==> config.mk <==
export PLATFORM = sky130hd
export DESIGN_NAME = i2cm_ctrl
export DESIGN_NICKNAME = d
export VERILOG_FILES = /design/src/rtl/i2cm_pkg.sv /design/src/rtl/i2cm_tick.sv /design/src/rtl/i2cm_engine.sv /design/src/rtl/i2cm_ctrl.sv
export SDC_FILE = /design/constraint.sdc
export NUM_CORES = 1
export LEC_CHECK = 0
export ABC_CLOCK_PERIOD_IN_PS = 13060
export CORE_MARGIN = 2
export CORE_UTILIZATION = 45
export DETAILED_ROUTE_END_ITERATION = 8
export DONT_BUFFER_PORTS = 1
export HOLD_SLACK_MARGIN = 0.05
export PLACE_DENSITY = 0.66
export REMOVE_ABC_BUFFERS = 1
export SETUP_SLACK_MARGIN = 0.2
export SYNTH_ARGS = -nofsm -noshare
export SYNTH_HDL_FRONTEND = slang
export SYNTH_HIERARCHICAL = 1
export SYNTH_SLANG_ARGS = --single-unit
==> constraint.sdc <==
create_clock -name clk_i -period 13.06 [get_ports clk_i]
set_clock_uncertainty 0.05 [all_clocks]
set_input_delay 0.653 -clock clk_i [delete_from_list [all_inputs] [get_ports clk_i]]
set_output_delay 0.653 -clock clk_i [all_outputs]
set_load 0.01 [all_outputs]
==> src/rtl/i2cm_pkg.sv <==
package i2cm_pkg;

  // word index of each register (byte address >> 2)
  localparam int unsigned RG_CTRL = 0;
  localparam int unsigned RG_ADDR = 1;
  localparam int unsigned RG_DATA = 2;
  localparam int unsigned RG_TPER = 3;
  localparam int unsigned RG_CFG  = 4;
  localparam int unsigned RG_MASK = 5;
  localparam int unsigned RG_RAW  = 6;
  localparam int unsigned RG_MIS  = 7;
  localparam int unsigned RG_CLR  = 8;

  localparam int unsigned CFG_EN_BIT = 4;
  localparam logic [5:0]  CFG_KEEP   = 6'b110001;

  typedef struct packed {
    logic stop;
    logic start;
    logic run;
  } cmd_t;

  typedef enum logic [2:0] {
    E_IDLE, E_SA, E_SB, E_LO, E_HI, E_PA, E_PB, E_PC
  } eng_state_e;

endpackage

==> src/rtl/i2cm_tick.sv <==
module i2cm_tick #(
  parameter int unsigned PW   = 8,
  parameter int unsigned UNIT = 10
) (
  input  logic          clk_i,
  input  logic          rst_ni,
  input  logic          run_i,
  input  logic [PW-1:0] period_i,
  output logic          tick_o
);
  localparam int unsigned CW = PW + $clog2(UNIT) + 1;

  logic [CW-1:0] cnt_q, limit;

  assign limit  = (CW'(period_i) + CW'(1)) * CW'(UNIT) - CW'(1);
  assign tick_o = run_i && (cnt_q >= limit);

  always_ff @(posedge clk_i or negedge rst_ni) begin
    if (!rst_ni)      cnt_q <= '0;
    else if (!run_i)  cnt_q <= '0;
    else if (tick_o)  cnt_q <= '0;
    else              cnt_q <= cnt_q + CW'(1);
  end


  tick_gap_chk: assert property (@(posedge clk_i) disable iff (!rst_ni)
    tick_o |=> !tick_o);

endmodule

==> src/rtl/i2cm_engine.sv <==
module i2cm_engine
  import i2cm_pkg::*;
(
  input  logic       clk_i,
  input  logic       rst_ni,
  input  logic       go_i,
  input  cmd_t       cmd_i,
  input  logic [7:0] addr_i,
  input  logic [7:0] wdata_i,
  input  logic       tick_i,
  input  logic       scl_i,
  input  logic       sda_i,
  output logic       scl_oe_o,
  output logic       sda_oe_o,
  output logic       active_o,
  output logic       done_o,
  output logic       own_o,
  output logic       err_o,
  output logic       anack_o,
  output logic       dnack_o,
  output logic       arb_o,
  output logic [7:0] rdata_o,
  output logic       rvalid_o
);
  eng_state_e st_q;
  logic [7:0] sh_q, adr_q, wbyte_q, rdata_q;
  logic [3:0] bit_q;
  logic       own_q, is_addr_q, is_rd_q, rd_dir_q, need_run_q, need_stop_q;
  logic       done_q, err_q, anack_q, dnack_q, arb_q, rvalid_q;
  logic       data_rx, bit_low;

  assign data_rx = is_rd_q && !is_addr_q;
  // ack slot: receiver-side ack for reads, released otherwise
  assign bit_low = (bit_q < 4'd8) ? (!data_rx && !sh_q[7]) : (data_rx && !need_stop_q);

  always_comb begin
    unique case (st_q)
      E_IDLE:       begin scl_oe_o = own_q; sda_oe_o = 1'b0;    end
      E_SA:         begin scl_oe_o = 1'b0;  sda_oe_o = 1'b0;    end
      E_SB:         begin scl_oe_o = 1'b0;  sda_oe_o = 1'b1;    end
      E_LO:         begin scl_oe_o = 1'b1;  sda_oe_o = bit_low; end
      E_HI:         begin scl_oe_o = 1'b0;  sda_oe_o = bit_low; end
      E_PA:         begin scl_oe_o = 1'b1;  sda_oe_o = 1'b1;    end
      E_PB:         begin scl_oe_o = 1'b0;  sda_oe_o = 1'b1;    end
      default:      begin scl_oe_o = 1'b0;  sda_oe_o = 1'b0;    end
    endcase
  end

  always_ff @(posedge clk_i or negedge rst_ni) begin
    if (!rst_ni) begin
      st_q <= E_IDLE;
      sh_q <= '0; adr_q <= '0; wbyte_q <= '0; rdata_q <= '0; bit_q <= '0;
      own_q <= 1'b0; is_addr_q <= 1'b0; is_rd_q <= 1'b0; rd_dir_q <= 1'b0;
      need_run_q <= 1'b0; need_stop_q <= 1'b0;
      done_q <= 1'b0; err_q <= 1'b0; anack_q <= 1'b0; dnack_q <= 1'b0;
      arb_q <= 1'b0; rvalid_q <= 1'b0;
    end else begin
      done_q   <= 1'b0;
      rvalid_q <= 1'b0;
      unique case (st_q)
        E_IDLE: if (go_i) begin
          err_q <= 1'b0; anack_q <= 1'b0; dnack_q <= 1'b0;
          need_run_q <= cmd_i.run; need_stop_q <= cmd_i.stop;
          adr_q <= addr_i; wbyte_q <= wdata_i; rd_dir_q <= addr_i[0];
          if (cmd_i.start && !own_q) begin
            if (scl_i && sda_i) begin
              arb_q <= 1'b0;
              st_q  <= E_SA;
            end else begin
              arb_q  <= 1'b1;
              err_q  <= cmd_i.run;
              done_q <= 1'b1;
            end
          end else if (!own_q) begin
            err_q  <= cmd_i.run;
            done_q <= 1'b1;
          end else if (cmd_i.run) begin
            is_addr_q <= 1'b0; is_rd_q <= addr_i[0]; sh_q <= wdata_i; bit_q <= '0;
            st_q <= E_LO;
          end else if (cmd_i.stop) begin
            st_q <= E_PA;
          end else begin
            done_q <= 1'b1;
          end
        end
        E_SA: if (tick_i) st_q <= E_SB;
        E_SB: if (tick_i) begin
          own_q <= 1'b1; sh_q <= adr_q; is_addr_q <= 1'b1; is_rd_q <= 1'b0; bit_q <= '0;
          st_q  <= E_LO;
        end
        E_LO: if (tick_i) st_q <= E_HI;
        E_HI: if (tick_i) begin
          if (bit_q < 4'd8) begin
            sh_q  <= {sh_q[6:0], sda_i};
            bit_q <= bit_q + 4'd1;
            st_q  <= E_LO;
          end else if (is_addr_q) begin
            if (sda_i) begin
              anack_q <= 1'b1; err_q <= 1'b1;
              st_q    <= E_PA;
            end else if (need_run_q) begin
              is_addr_q <= 1'b0; is_rd_q <= rd_dir_q; sh_q <= wbyte_q; bit_q <= '0;
              st_q <= E_LO;
            end else if (need_stop_q) begin
              st_q <= E_PA;
            end else begin
              st_q <= E_IDLE; done_q <= 1'b1;
            end
          end else begin
            if (is_rd_q) begin
              rdata_q <= sh_q; rvalid_q <= 1'b1;
            end else if (sda_i) begin
              dnack_q <= 1'b1; err_q <= 1'b1;
            end
            if (need_stop_q) st_q <= E_PA;
            else begin st_q <= E_IDLE; done_q <= 1'b1; end
          end
        end
        E_PA: if (tick_i) st_q <= E_PB;
        E_PB: if (tick_i) st_q <= E_PC;
        E_PC: if (tick_i) begin
          own_q <= 1'b0; st_q <= E_IDLE; done_q <= 1'b1;
        end
        default: st_q <= E_IDLE;
      endcase
    end
  end

  assign active_o = (st_q != E_IDLE);
  assign done_o   = done_q;
  assign own_o    = own_q;
  assign err_o    = err_q;
  assign anack_o  = anack_q;
  assign dnack_o  = dnack_q;
  assign arb_o    = arb_q;
  assign rdata_o  = rdata_q;
  assign rvalid_o = rvalid_q;


  sda_edge_chk: assert property (@(posedge clk_i) disable iff (!rst_ni)
    (!$stable(sda_oe_o) && (st_q == E_LO || st_q == E_HI)) |-> scl_oe_o);


  own_release_chk: assert property (@(posedge clk_i) disable iff (!rst_ni)
    $fell(own_q) |-> ($past(st_q) == E_PC && st_q == E_IDLE));


  run_no_own_chk: assert property (@(posedge clk_i) disable iff (!rst_ni)
    (go_i && st_q == E_IDLE && !own_q && cmd_i.run && !cmd_i.start) |=> (err_q && st_q == E_IDLE && done_q));


  anack_stop_chk: assert property (@(posedge clk_i) disable iff (!rst_ni)
    $rose(anack_q) |-> (st_q == E_PA));

endmodule

==> src/rtl/i2cm_ctrl.sv <==
module i2cm_ctrl
  import i2cm_pkg::*;
#(
  parameter int unsigned AW   = 6,
  parameter int unsigned DW   = 32,
  parameter int unsigned PW   = 8,
  parameter int unsigned UNIT = 10
) (
  input  logic          clk_i,
  input  logic          rst_ni,
  input  logic          sel_i,
  input  logic          we_i,
  input  logic [AW-1:0] addr_i,
  input  logic [DW-1:0] wdata_i,
  output logic [DW-1:0] rdata_o,
  output logic          irq_o,
  input  logic          scl_i,
  input  logic          sda_i,
  output logic          scl_oe_o,
  output logic          sda_oe_o
);
  localparam int unsigned WW = AW - 2;

  logic [WW-1:0] widx;
  logic [7:0]    sa_q, dat_q;
  logic [PW-1:0] tp_q;
  logic [5:0]    cfg_q;
  logic          mask_q, raw_q;
  logic          wr, cmd_wr, go, tick;
  logic          e_active, e_done, e_own, e_err, e_anack, e_dnack, e_arb, e_rvalid;
  logic [7:0]    e_rdata;
  logic [6:0]    status;
  cmd_t          cmd;

  assign widx   = addr_i[AW-1:2];
  assign wr     = sel_i && we_i;
  assign cmd_wr = wr && (widx == WW'(RG_CTRL));
  assign go     = cmd_wr && cfg_q[CFG_EN_BIT] && !e_active;
  assign cmd    = cmd_t'(wdata_i[2:0]);

  always_ff @(posedge clk_i or negedge rst_ni) begin
    if (!rst_ni) begin
      sa_q <= '0; dat_q <= '0; tp_q <= '0; cfg_q <= '0; mask_q <= 1'b0; raw_q <= 1'b0;
    end else begin
      if (wr && widx == WW'(RG_ADDR)) sa_q   <= wdata_i[7:0];
      if (wr && widx == WW'(RG_TPER)) tp_q   <= wdata_i[PW-1:0];
      if (wr && widx == WW'(RG_CFG))  cfg_q  <= wdata_i[5:0] & CFG_KEEP;
      if (wr && widx == WW'(RG_MASK)) mask_q <= wdata_i[0];
      if (e_rvalid)                              dat_q <= e_rdata;
      else if (wr && widx == WW'(RG_DATA))       dat_q <= wdata_i[7:0];
      if (e_done)                                raw_q <= 1'b1;
      else if (wr && widx == WW'(RG_CLR) && wdata_i[0]) raw_q <= 1'b0;
    end
  end

  i2cm_tick #(.PW(PW), .UNIT(UNIT)) u_tick (
    .clk_i    (clk_i),
    .rst_ni   (rst_ni),
    .run_i    (e_active),
    .period_i (tp_q),
    .tick_o   (tick)
  );

  i2cm_engine u_eng (
    .clk_i    (clk_i),
    .rst_ni   (rst_ni),
    .go_i     (go),
    .cmd_i    (cmd),
    .addr_i   (sa_q),
    .wdata_i  (dat_q),
    .tick_i   (tick),
    .scl_i    (scl_i),
    .sda_i    (sda_i),
    .scl_oe_o (scl_oe_o),
    .sda_oe_o (sda_oe_o),
    .active_o (e_active),
    .done_o   (e_done),
    .own_o    (e_own),
    .err_o    (e_err),
    .anack_o  (e_anack),
    .dnack_o  (e_dnack),
    .arb_o    (e_arb),
    .rdata_o  (e_rdata),
    .rvalid_o (e_rvalid)
  );

  assign status = {e_own, !e_active, e_arb, e_dnack, e_anack, e_err, e_active};
  assign irq_o  = raw_q && mask_q;

  always_comb begin
    rdata_o = '0;
    unique case (widx)
      WW'(RG_CTRL): rdata_o = DW'(status);
      WW'(RG_ADDR): rdata_o = DW'(sa_q);
      WW'(RG_DATA): rdata_o = DW'(dat_q);
      WW'(RG_TPER): rdata_o = DW'(tp_q);
      WW'(RG_CFG):  rdata_o = DW'(cfg_q);
      WW'(RG_MASK): rdata_o = DW'(mask_q);
      WW'(RG_RAW):  rdata_o = DW'(raw_q);
      WW'(RG_MIS):  rdata_o = DW'(raw_q && mask_q);
      default:      rdata_o = '0;
    endcase
  end

  logic unused_bits;
  assign unused_bits = ^{addr_i[1:0], wdata_i};


  cmd_off_chk: assert property (@(posedge clk_i) disable iff (!rst_ni)
    (cmd_wr && !cfg_q[CFG_EN_BIT] && !e_active) |=> !e_active);


  cmd_busy_chk: assert property (@(posedge clk_i) disable iff (!rst_ni)
    (cmd_wr && e_active) |=> (e_active || e_done));


  raw_set_chk: assert property (@(posedge clk_i) disable iff (!rst_ni)
    $rose(raw_q) |-> $past(e_done));

endmodule

* Yosys cells after proc, flatten, opt, wreduce, memory -nomap -nowiden
Index checks and enable logic that the tools add are counted.
Storage, ports and cells: register bits 93, output and inout bits 35, word-level logic and storage cells 234
Cells by class: add/sub/neg operators 4, $mul 1, order comparisons 2, equal/unequal tests 40, muxes and demuxes 114, bitwise logic cells 2, reduce and logical (&&, ||, !) cells 46
Operators by type and width (count):
- 2-to-1 mux 8 bit | 12
- case mux 8 bit (8 select lines) | 1
- 2-to-1 mux 1 bit | 59
- 2-to-1 mux 3 bit | 18
- 2-to-1 mux 4 bit | 10
- inequality test 2 bit, second input constant | 15
- 2-to-1 mux 13 bit | 2
- case mux 3 bit (8 select lines) | 1
- case mux 8 bit (3 select lines) | 1
- AND reduction 11 bit | 2
- logical AND 1 bit | 18
- equality test 4 x 3 -> 1 bit, second input constant | 4
- adder 13 x 1 -> 13 bit, second input constant | 1
- greater-or-equal comparator 13 bit | 1
- multiplier 13 x 3 -> 12 bit, second input constant | 1
- subtractor 13 x 1 -> 13 bit, second input constant | 1
- equality test 3 bit, second input constant | 4
- case mux 1 bit (2 select lines) | 6
- case mux 4 bit (3 select lines) | 1
- AND reduction 10 bit | 1
- AND reduction 5 bit | 2
- adder 8 x 1 -> 9 bit, second input constant | 1
- inequality test 3 x 1 -> 1 bit, second input constant | 3
- case mux 1 bit (3 select lines) | 3
- other kinds (24) | 41

* Longest topological paths before layout
Gate-level depths: netlist (run 1).
word-level depth 7, mapped depth 24, mapped depth without buffers 22

* Cells and area by module
The synthesis (run 1) kept the hierarchy.
By module, submodules not included:
- i2cm_engine | times used 1, cells each 286, area an instance 2791.4 um^2, sequential area each 1251.2 um^2
- i2cm_ctrl | times used 1, cells each 148, area an instance 1761.7 um^2, sequential area each 725.7 um^2
- i2cm_tick | times used 1, cells each 165, area an instance 1476.4 um^2, sequential area each 325.3 um^2

* Worst setup path before layout (run 1)
Ideal clock, no wire load.
path type register to register, start point register tp_q[0], end point register u_eng.rdata_q[0], in the netlist u_eng/rdata_o[0], data arrival time 4.741 ns, data required time 12.885 ns, path slack 8.144 ns, stages on the path, launching flop included 20, path buffers 3, cells stage by stage dfrtp_1 ha_1 buf_2 xor2_1 ha_1 ha_1 fa_1 nor4_1 nand2_1 nor3_2 nand4_1 xnor2_1 ha_1 nand4_1 or3_1 a21boi_0 clkbuf_1 and3_1 buf_2 mux2_2
Between the ends: longest elaborated chain between the ends 6
RTL lines:
- start, declared | RTL line i2cm_ctrl.sv:26 | logic [PW-1:0] tp_q;
- start signal, assigned | RTL line i2cm_ctrl.sv:46 | if (wr && widx == WW'(RG_TPER)) tp_q <= wdata_i[PW-1:0];
- adder 8 x 1 -> 9 bit | RTL line i2cm_tick.sv:15 | assign limit = (CW'(period_i) + CW'(1)) * CW'(UNIT) - CW'(1);
- multiplier 13 x 3 -> 12 bit | RTL line i2cm_tick.sv:15
- subtractor 13 x 1 -> 13 bit | RTL line i2cm_tick.sv:15
- greater-or-equal comparator 13 bit | RTL line i2cm_tick.sv:16 | assign tick_o = run_i && (cnt_q >= limit);
- logical AND 1 bit | RTL line i2cm_tick.sv:16
- named net tick | RTL line i2cm_ctrl.sv:29 | logic wr, cmd_wr, go, tick;
- AND reduction 5 bit (no line)
- end signal, assigned | RTL line i2cm_engine.sv:52 | sh_q <= '0; adr_q <= '0; wbyte_q <= '0; rdata_q <= '0; bit_q <= '0;
- end signal, assigned | RTL line i2cm_engine.sv:111 | rdata_q <= sh_q; rvalid_q <= 1'b1;
- end, declared | RTL line i2cm_engine.sv:26 | logic [7:0] sh_q, adr_q, wbyte_q, rdata_q;
The timed path passes the listed nets, and every way through them passes these cells. A chain may end at the register's enable or synchronous reset.

* Worst setup path in the final report (run 1)
start point register tp_q[2], end point register u_eng.sh_q[5]
Between the ends: longest elaborated chain between the ends 7, elaborated cells on any way between the ends 8, classes of those cells add/sub: 2; mul: 1; order compare: 1; eq/ne: 2; reduce/logical: 2
RTL lines:
- adder 8 x 1 -> 9 bit (*) | RTL line i2cm_tick.sv:15
- multiplier 13 x 3 -> 12 bit (*) | RTL line i2cm_tick.sv:15
- subtractor 13 x 1 -> 13 bit (*) | RTL line i2cm_tick.sv:15
- greater-or-equal comparator 13 bit (*) | RTL line i2cm_tick.sv:16
- logical AND 1 bit (*) | RTL line i2cm_tick.sv:16
- named net tick | RTL line i2cm_ctrl.sv:29
- inequality test 2 bit (no line)
- AND reduction 10 bit (no line) (*)
- end signal, assigned | RTL line i2cm_engine.sv:94 | sh_q <= {sh_q[6:0], sda_i};
- end, declared | RTL line i2cm_engine.sv:26
The timed path passes the listed nets; every way through them passes the cells marked *.

==> flow_summary.ini, run 1 <==
[drt]
vias = 4453
routedWlPerCell_um = 18.2
drtAntennaViolNets = 0
dr.pass1.iters = 5
wl_mm = 14.0
via_per_inst = 5.81
drtIter0Drc = 386
drc = 0

[die]
ios = 79
dieArea_um2 = 14300
core_area_um2 = 13100
initial_core_util_pct = 45.9
dieHeight_um = 120
die_width_um = 120
rows = 42

[place]
dpl_cell_area_um2 = 6020
place.port_buffers = 0
place_congestion = 0.856
place_inst = 749
dpl.hpwl_mm = 9.79
dp_slack_ns = 7.53

[synthesis]
synth_commonest_cells = 92 x dfrtp_1, 82 x nand2_1, 40 x mux2_2, 34 x nor2_1, 29 x ha_1
synth_async_sr_flop_share_pct = 100
ys_seq_area_share_pct = 38.2
syn_area_per_cell_um2 = 10.1
yosysTopAreaCellShare_pct = 38.2
yosysUniqueCellTypes = 76
syn_area_um2 = 6030
synthTopCellsByArea = dfrtp_1 38%, mux2_2 7.5%, ha_1 6.0%
synth_ff_type = dfrtp_1
synthesis.instances = 599
yosys_warnings = 6
synth_top_cell_by_area = dfrtp_1
synth-edff-count = 0
ys_seq_elements = 92
synthMostInstantiatedCell = dfrtp_1

[cts]
clk_pin_slew_ns = 0.07
post-cts-setup-buffer-count = 0
ctsResizeCount = 0
clock_sinks = 92
clk_latency_ns = 0.34
root_buffer = clkbuf_16
clockBufferDepth = 2
htreeDepth = 3
cts_buffers = 9
cts_tree = built
cts_hold_buf = 1

[worst_setup_path]
cp-end-kind = register
critPathArrivalTime_ns = 5.76
cp_slowest_cell = dfrtp_1
crit_type = reg -> reg
crit_top_cell = ha_1
critPathMaxStageDelay_ns = 0.46
crit_buf_inv = 2
start_kind = register
crit_fanout = 12
crit_chain = nand3_1 > nor3_1 > nand3_1 > xnor2_1 > ha_1 > ha_1 > a21o_1 > a31o_1 > a41oi_1 > xor2_1 > nand4_1 > xnor2_1 > ha_1 > nand4_1 > or3_1 > a21boi_0 > buf_4 > mux2i_1 > o21ai_4 > o311ai_2 > buf_4 > mux2_4
crit_required_ns = 13.24
crit_family = simple AND/OR/NAND/NOR gates

[pwr]
pwr-share-seq_pct = 36.8
power.share.switching_pct = 39.7
intPower_uw = 646
p_leak_nw = 3.00
pwr-share-comb_pct = 39.6
power_density_nw_per_um2 = 169
p_sw_uw = 425
power_mw = 1.07
p_clk_share_pct = 23.6
vdd_drop_max_mv = 0.0790

[grt]
grt_overflow = 0
grt_pass1_vias = 4327
track_usage_pct = 19.9
grt_pass1_wl_mm = 22.5
antenna_found_initial = 0
grt_start_max_net_pins = 93

[cells_and_area]
drive_gt1_share_pct = 14.7
finalNonFillerCells = 766
area_growth_pct = 5.00
final_design_area_no_fill_um2 = 6330
fin_nets = 659
fin_util_pct = 48.2
antenna_cells = 0

[timing]
finalCriticalPeriod_ns = 5.58
setup_viol_count_final = 0
setup_ws_ns = 7.48
hold_violations = 0
slew_viol_final = 0
period_share_pct = 42.8
hold_ws_ns = 0.186
tns_ns = 0
tightest_slew_ns = 1.04
relSlewSlack_pct = 30.4
maxClockFrequency_mhz = 179
rsz0062_at_grt = false

[outcome]
status = finished clean

[min_path]
worstHoldPathType = in -> async

[run]
drv_cap = 0
-- cells in the final DEF (no fill, tap or decap), drive strengths merged, types with 3 or more instances in the layout --
master  count
dfrtp      92
nand2      82
mux2       53
nor2       35
ha         29
conb       24
a21oi      20
nand3      18
xor2       18
o21ai      18
xnor2      14
a21o       14
inv        14
nor2b      12
clkbuf     11
nor3       10
a221oi      9
a22oi       7
nand4       7
mux2i       6
o31ai       6
buf         6
a31oi       5
mux4        5
and3        5
and2        4
o21a        4
nor3b       4
nand3b      4
and3b       3
nand2b      3
a221o       3
-- metal layers --
metal,vias up,global-route usage [%],share of wire (%)
met3,24,3.75,5.4
li1,2087,-,-
met1,2200,26.6,43
met4,0,6.10,1.8
met5,-,0,0
met2,142,32.7,49
-- registers in the layout, indices dropped and copies added (netlist names), 3 cells and up --
name and cells:
u_eng/adr_q 8, u_eng/bit_q 4, sa_q 8, cfg_q 3, tp_q 8, u_eng/rdata_o 8
dat_q 8, u_eng/sh_q 8, u_tick/cnt_q 13, u_eng/wbyte_q 8, u_eng/st_q 3
-- cells by family (layout without fill, tap and decap cells) --
group / Yosys count / count (layout) / synth area share (%)
compound gates: 114 / 114 / 14.0
xor+xnor: 32 / 32 / 4.65
fa+ha+maj: 30 / 30 / 6.35
buf+inv: 66 / 34 / 6.76
flops: 92 / 92 / 38.2
mux: 64 / 64 / 13.1
other cells: 1 / 24 / 0.0622
simple gates: 200 / 200 / 16.9
-- final cells by class --
type | count | area [um^2]
inverter | 12 | 50.0
fill | 1188 | 6810
timing repair buffer | 6 | 65.1
tap | 176 | 220
clock buffer | 11 | 243
sequential | 92 | 2300
multi-input combinational | 464 | 3410
clock inverter | 5 | 45.0
-- power by group through the flow --
stage / registers (mW) / clock network, mW / logic [mW]
5_1_grt: 0.402 / 0.271 / 0.471
4_1_cts: 0.393 / 0.259 / 0.423
2_1_floorplan: 0.406 / 0 / 0.295
3_3_place_gp: 0.395 / 0 / 0.401
3_5_place_dp: 0.398 / 0 / 0.413
6_report: 0.394 / 0.252 / 0.424
-- path summary, 6_finish.rpt --
kind	depth (start not counted)	endpoint	slack [ns]	startpoint
min in group clk_i	2	u_eng/need_stop_q	0.36	wdata_i[2]
worst max register to register	22	u_eng/sh_q[5]	7.48	tp_q[2]
worst max-delay path	22	u_eng/sh_q[5]	7.48	tp_q[2]
worst min-delay path	1	sa_q[1]	0.19	rst_ni
max in group asynchronous	1	u_eng/st_q[1]	12.42	rst_ni
worst min register to register	2	u_eng/wbyte_q[2]	0.43	u_eng/wbyte_q[2]
No activity file was read; power rests on OpenSTA's default activity.
==> run 2: changes to the inputs <==
--- a/config.mk
+++ b/config.mk
@@ -5,7 +5,8 @@
 export SDC_FILE = /design/constraint.sdc
 export NUM_CORES = 1
 export LEC_CHECK = 0
-export ABC_CLOCK_PERIOD_IN_PS = 13060
+export ABC_AREA = 1
+export ABC_CLOCK_PERIOD_IN_PS = 5400
 export CORE_MARGIN = 2
 export CORE_UTILIZATION = 45
 export DETAILED_ROUTE_END_ITERATION = 8
==> constraint.sdc (replaced) <==
create_clock -name clk_i -period 5.4 [get_ports clk_i]
set_clock_uncertainty 0.05 [all_clocks]
set_input_delay 0.27 -clock clk_i [delete_from_list [all_inputs] [get_ports clk_i]]
set_output_delay 0.27 -clock clk_i [all_outputs]
set_load 0.01 [all_outputs]
==> flow_summary.ini, run 2 <==
[outcome]
status = finished clean

[cts]
clk_pin_slew_ns = 0.07
root_buffer = clkbuf_16
clockBufferDepth = 2
clock_sinks = 92
htreeDepth = 3
clk_latency_ns = 0.35
cts_tree = built
cts_buffers = 9

[grt]
grt_overflow = 0
grt_pass1_wl_mm = 25.0
antenna_found_initial = 0
grt_start_max_net_pins = 93
grt_pass1_vias = 5030
track_usage_pct = 21.4

[pwr]
pwr-share-seq_pct = 34.9
intPower_mw = 1.65
vdd_drop_max_mv = 0.409
power.share.switching_pct = 41.0
pwr-share-comb_pct = 40.1
p_sw_mw = 1.15
p_clk_share_pct = 25.0
p_leak_nw = 3.53
power_density_nw_per_um2 = 410

[drt]
drc = 0
drtAntennaViolNets = 0
wl_mm = 15.4
dr.pass1.iters = 5
vias = 5330
via_per_inst = 5.07
drtIter0Drc = 341
routedWlPerCell_um = 14.6

[synthesis]
syn_area_per_cell_um2 = 7.32
synthesis.instances = 866
ys_seq_elements = 92
synth_top_cell_by_area = dfrtp_1
syn_area_um2 = 6340
synthMostInstantiatedCell = nand2_1
yosysTopAreaCellShare_pct = 36.3
synth_ff_type = dfrtp_1
synth_async_sr_flop_share_pct = 100
yosysUniqueCellTypes = 40
synthTopCellsByArea = dfrtp_1 36%, nand2_1 16%, nand3_1 7.8%
ys_seq_area_share_pct = 36.3
synth-edff-count = 0
synth_commonest_cells = 275 x nand2_1, 99 x nand3_1, 92 x dfrtp_1, 79 x inv_1, 58 x nor2_1
yosys_warnings = 6

[worst_setup_path]
cp-end-kind = register
rrSetupSlack_ns = 0.70
cp_slowest_cell = fa_1
critPathArrivalTime_ns = 4.88
start_kind = register
crit_type = reg -> reg
crit_family = simple AND/OR/NAND/NOR gates
critPathMaxStageDelay_ns = 0.50
crit_required_ns = 5.58
crit_buf_inv = 4
crit_fanout = 12

[die]
ios = 79
core_area_um2 = 13800
initial_core_util_pct = 45.9
die_width_um = 123
dieHeight_um = 123
rows = 43
dieArea_um2 = 15100

[cells_and_area]
area_growth_pct = 7.72
largest_register_ffs = 13
top_register = u_tick/cnt_q
finalNonFillerCells = 1051
antenna_cells = 0
final_cell_mix = 275 x nand2_1, 99 x nand3_1, 89 x dfrtp_1
fin_util_pct = 49.4
multi_input_area_um2 = 3480
fillers = 1369
drive_gt1_share_pct = 9.64
seq_area_um2 = 2310
final_common_cell = nand2_1
fin_nets = 940

[timing]
period_share_pct = 87.0
slew_viol_final = 0
finalCriticalPeriod_ns = 4.70
hold_ws_ns = 0.0562
hold_violations = 0
relSlewSlack_pct = 30.5
maxClockFrequency_mhz = 213
tns_ns = 0
tightest_slew_ns = 1.04
setup_viol_count_final = 0
rsz0062_at_grt = true

[place]
dpl.hpwl_mm = 11.2
place_inst = 1024
place.port_buffers = 0
place_congestion = 0.860

[run]
drv_cap = 0

[min_path]
worstHoldPathType = in -> reg
## run 2: cell types whose count changed in the layout (fill, tap and decap cells not counted), moves of 11 or more
cell | previous run | this run
nand2_1 | 82 | 275
nand3_1 | 18 | 99
inv_1 | 11 | 79
mux2_2 | 40 | 0
nor2_1 | 34 | 57
o21ai_1 | 0 | 21
o21ai_0 | 17 | 32
a21o_1 | 13 | 1
nand2_2 | 0 | 12
nor2b_1 | 12 | 0
inv_2 | 0 | 11
## run 2: stage by stage
step	setup WS, ns	area [um^2]	total power, mW
2_1_floorplan	0.831	6110	1.80
3_3_place_gp	0.479	6340	2.04
3_5_place_dp	0.471	6340	2.05
4_1_cts	0.427	6790	2.78
5_1_grt	0.186	6830	3.02
6_report	0.701	6830	2.80
## run 2: power by group through the flow
stage	clock (mW)	combinational (mW)	sequential, mW
floorplan	0	0.861	0.937
global placement	0	1.05	0.988
detailed placement	0	1.06	0.988
CTS	0.713	1.09	0.977
global route	0.736	1.29	0.999
finish	0.699	1.12	0.978
## run 2: kinds of logic (layout without fill, tap and decap cells)
kind of cell	Yosys count	in the layout	synth area share, %
buffers and inverters	137	119	10.4
flip-flops	92	92	36.3
adder cells (fa/ha/maj)	30	30	6.04
other	1	24	0.0591
AO/OA/AOI/OAI	83	83	7.30
XOR/XNOR	24	24	3.31
AND/OR/NAND/NOR	499	499	36.6
## run 2: area by class of cell
cell class	count	share of cell area [%]
multi-input cells	660	51.0
flip-flops and latches	92	33.8
inverters	91	5.00
clock buffers	13	3.81
well taps	180	3.30
repair buffers	12	2.12
clock inverters	3	1.01
## run 2: worst paths after layout
| check | from | end | depth (start not counted) |
|---|---|---|---|
| setup reg to reg | tp_q[0] | u_eng/bit_q[3] | 27 |
| min in group asynchronous | rst_ni | u_tick/cnt_q[12] | 2 |
| setup / recovery | tp_q[0] | u_eng/bit_q[3] | 27 |
| max in group asynchronous | rst_ni | tp_q[2] | 2 |
| hold / removal | wdata_i[6] | tp_q[6] | 2 |
| hold reg to reg | u_eng/done_o | raw_q | 2 |
## run 2: what timing repair did
action | in CTS | in global routing
hold buffers | 10 | 0
resized for setup | 0 | 8
setup buffers | 0 | 1
setup endpoints to repair | 0 | 22
hold endpoints to repair | 105 | 0
## run 2: metal layers
layer  track usage, %  vias to the layer above  routed length, um
met5                0                        -                  0
met4             5.89                        0                221
met3             4.88                       16                772
met2             37.6                      117               7780
met1             26.1                     2455               6610
li1                 -                     2742                  -
==> run 3: changes to the inputs <==
--- a/config.mk
+++ b/config.mk
@@ -6,14 +6,13 @@
 export NUM_CORES = 1
 export LEC_CHECK = 0
 export ABC_AREA = 1
-export ABC_CLOCK_PERIOD_IN_PS = 5400
+export ABC_CLOCK_PERIOD_IN_PS = 4700
 export CORE_MARGIN = 2
 export CORE_UTILIZATION = 45
 export DETAILED_ROUTE_END_ITERATION = 8
 export DONT_BUFFER_PORTS = 1
 export HOLD_SLACK_MARGIN = 0.05
 export PLACE_DENSITY = 0.66
-export REMOVE_ABC_BUFFERS = 1
 export SETUP_SLACK_MARGIN = 0.2
 export SYNTH_ARGS = -nofsm -noshare
 export SYNTH_HDL_FRONTEND = slang
==> constraint.sdc (replaced) <==
create_clock -name clk_i -period 4.7 [get_ports clk_i]
set_clock_uncertainty 0.05 [all_clocks]
set_input_delay 0.235 -clock clk_i [delete_from_list [all_inputs] [get_ports clk_i]]
set_output_delay 0.235 -clock clk_i [all_outputs]
set_load 0.01 [all_outputs]
==> flow_summary.ini, run 3 (synthesis gave the netlist of run 2 again) <==
[die]
core_area_um2 = 13800
die_width_um = 123
initial_core_util_pct = 45.9
dieArea_um2 = 15100
dieHeight_um = 123
ios = 79
rows = 43

[timing]
relSlewSlack_pct = 52.5
finalCriticalPeriod_ns = 4.38
period_share_pct = 93.3
tightest_slew_ns = 0.713
maxClockFrequency_mhz = 228
slew_viol_final = 0
setup_viol_count_final = 0
rsz0062_at_grt = true
hold_violations = 0

[pwr]
power_density_nw_per_um2 = 467
power_mw = 3.40
p_leak_nw = 3.70
vdd_drop_max_mv = 0.350

[cts]
clk_latency_ns = 0.35
clk_pin_slew_ns = 0.07
cts_buffers = 9
cts_tree = built
clockBufferDepth = 2
root_buffer = clkbuf_16
clock_sinks = 92
htreeDepth = 3

[worst_setup_path]
critPathArrivalTime_ns = 4.57
cp-end-kind = register
timing.rr.end = u_eng/bit_q[0]
rrSetupSlack_ns = 0.32
cp_slowest_cell = dfrtp_2
start_kind = register
crit_type = reg -> reg
critPathMaxStageDelay_ns = 0.44
r2r-start = tp_q[0]
crit_fanout = 6
ff2ff_path_depth = 27
crit_required_ns = 4.89

[min_path]
hp-start = wdata_i[1]
hold_path_depth = 2
holdPathEnd = tp_q[1]
worstHoldPathType = in -> reg

[drt]
drtIter0Drc = 382
vias = 5509
via_per_inst = 5.10
wl_mm = 15.3
drtAntennaViolNets = 0
routedWlPerCell_um = 14.2
drc = 0
dr.pass1.iters = 5

[place]
dpl_cell_area_um2 = 6530
dpl.hpwl_mm = 10.9
place_congestion = 0.892
place_inst = 1047
place.port_buffers = 0

[grt]
grt_start_max_net_pins = 93
grt_pass1_wl_mm = 25.0
antenna_found_initial = 0
grt_overflow = 0
track_usage_pct = 21.4
grt_pass1_vias = 5197

[outcome]
status = finished clean

[cells_and_area]
final_common_cell = nand2_1
fillers = 1338
largest_register_ffs = 13
finalNonFillerCells = 1081
antenna_cells = 0
final_cell_mix = 269 x nand2_1, 97 x nand3_1, 90 x dfrtp_1
top_register = u_tick/cnt_q
drive_gt1_share_pct = 16.1
area_growth_pct = 14.8
final_design_area_no_fill_um2 = 7280
fin_nets = 970

[run]
drv_cap = 0
[run 3: changes by cell type in the layout (fill, tap and decap cells not counted), sizes merged]
| cell | delta |
|---|---|
| clkinv | +1 |
| bufinv | -1 |
| buf | +29 |
| clkinvlp | +1 |
| inv | +1 |
| clkbuf | -1 |
[run 3: worst max-delay path by stage]
stage	start	to	slack, ns	cells after the start
6_report	tp_q[0]	u_eng/bit_q[0]	0.32	27
5_1_grt	tp_q[0]	u_eng/bit_q[2]	-0.04	27
4_1_cts	tp_q[0]	u_eng/bit_q[3]	0.21	31
3_5_place_dp	tp_q[0]	u_eng/bit_q[3]	0.09	31
3_3_place_gp	tp_q[0]	u_eng/bit_q[3]	0.13	31
2_1_floorplan	tp_q[0]	u_eng/bit_q[0]	0.28	27
[run 3: worst max-delay path: cells and delay by family (launching register included)]
family / cells / cell delay (ns)
adders and majority gates: 4 / 1.21
AOI/OAI and AO/OA: 2 / 0.32
DFF: 1 / 0.44
buffers and inverters: 5 / 0.64
and+or+nand+nor: 14 / 1.42
xor gates and xnor gates: 2 / 0.19
[run 3: final cells by class]
type                    count  area (um^2)  share of cell area, %
flip-flops and latches     92         2300                   31.7
inverters                  91          344                   4.73
clock inverters             5         60.1                  0.825
multi-input cells         660         3690                   50.7
repair buffers             42          408                   5.60
clock buffers              11          243                   3.34
well taps                 180          225                   3.09
[run 3: per-layer routing]
| metal | track usage, % | vias to the layer above | part of all wire [%] |
|---|---|---|---|
| met5 | 0 | - | 0 |
| met4 | 7.90 | 0 | 2.3 |
| met3 | 4.14 | 20 | 4.4 |
| met2 | 37.3 | 138 | 50 |
| met1 | 26.0 | 2548 | 44 |
| li1 | - | 2803 | - |
[run 3: timing repair]
item / CTS / global route
hold buffers: 10 / 0
gates cloned: 0 / 1
gates resized for setup: 7 / 42
setup buffers: 0 / 7
hold endpoints to repair: 104 / 0
pin swaps: 3 / 15
setup endpoints to repair: 24 / 44
[run 3: through the flow]
stage	setup TNS [ns]	worst slack [ns]	hold slack, ns	utilization, %
2_1_floorplan	0	0.285	-0.111	-
3_3_place_gp	0	0.131	-0.106	47.2
3_5_place_dp	0	0.0859	-0.107	47.2
4_1_cts	0	0.210	0.0573	50.6
5_1_grt	-0.396	-0.0428	0.0524	52.6
6_report	0	0.316	0.0659	52.6
[run 3: where the power goes]
group          internal (mW)  leakage, nW  switching (mW)
Sequential             0.938         1.18           0.194
Clock                  0.429        0.146           0.311
Combinational          0.615         2.37           0.910
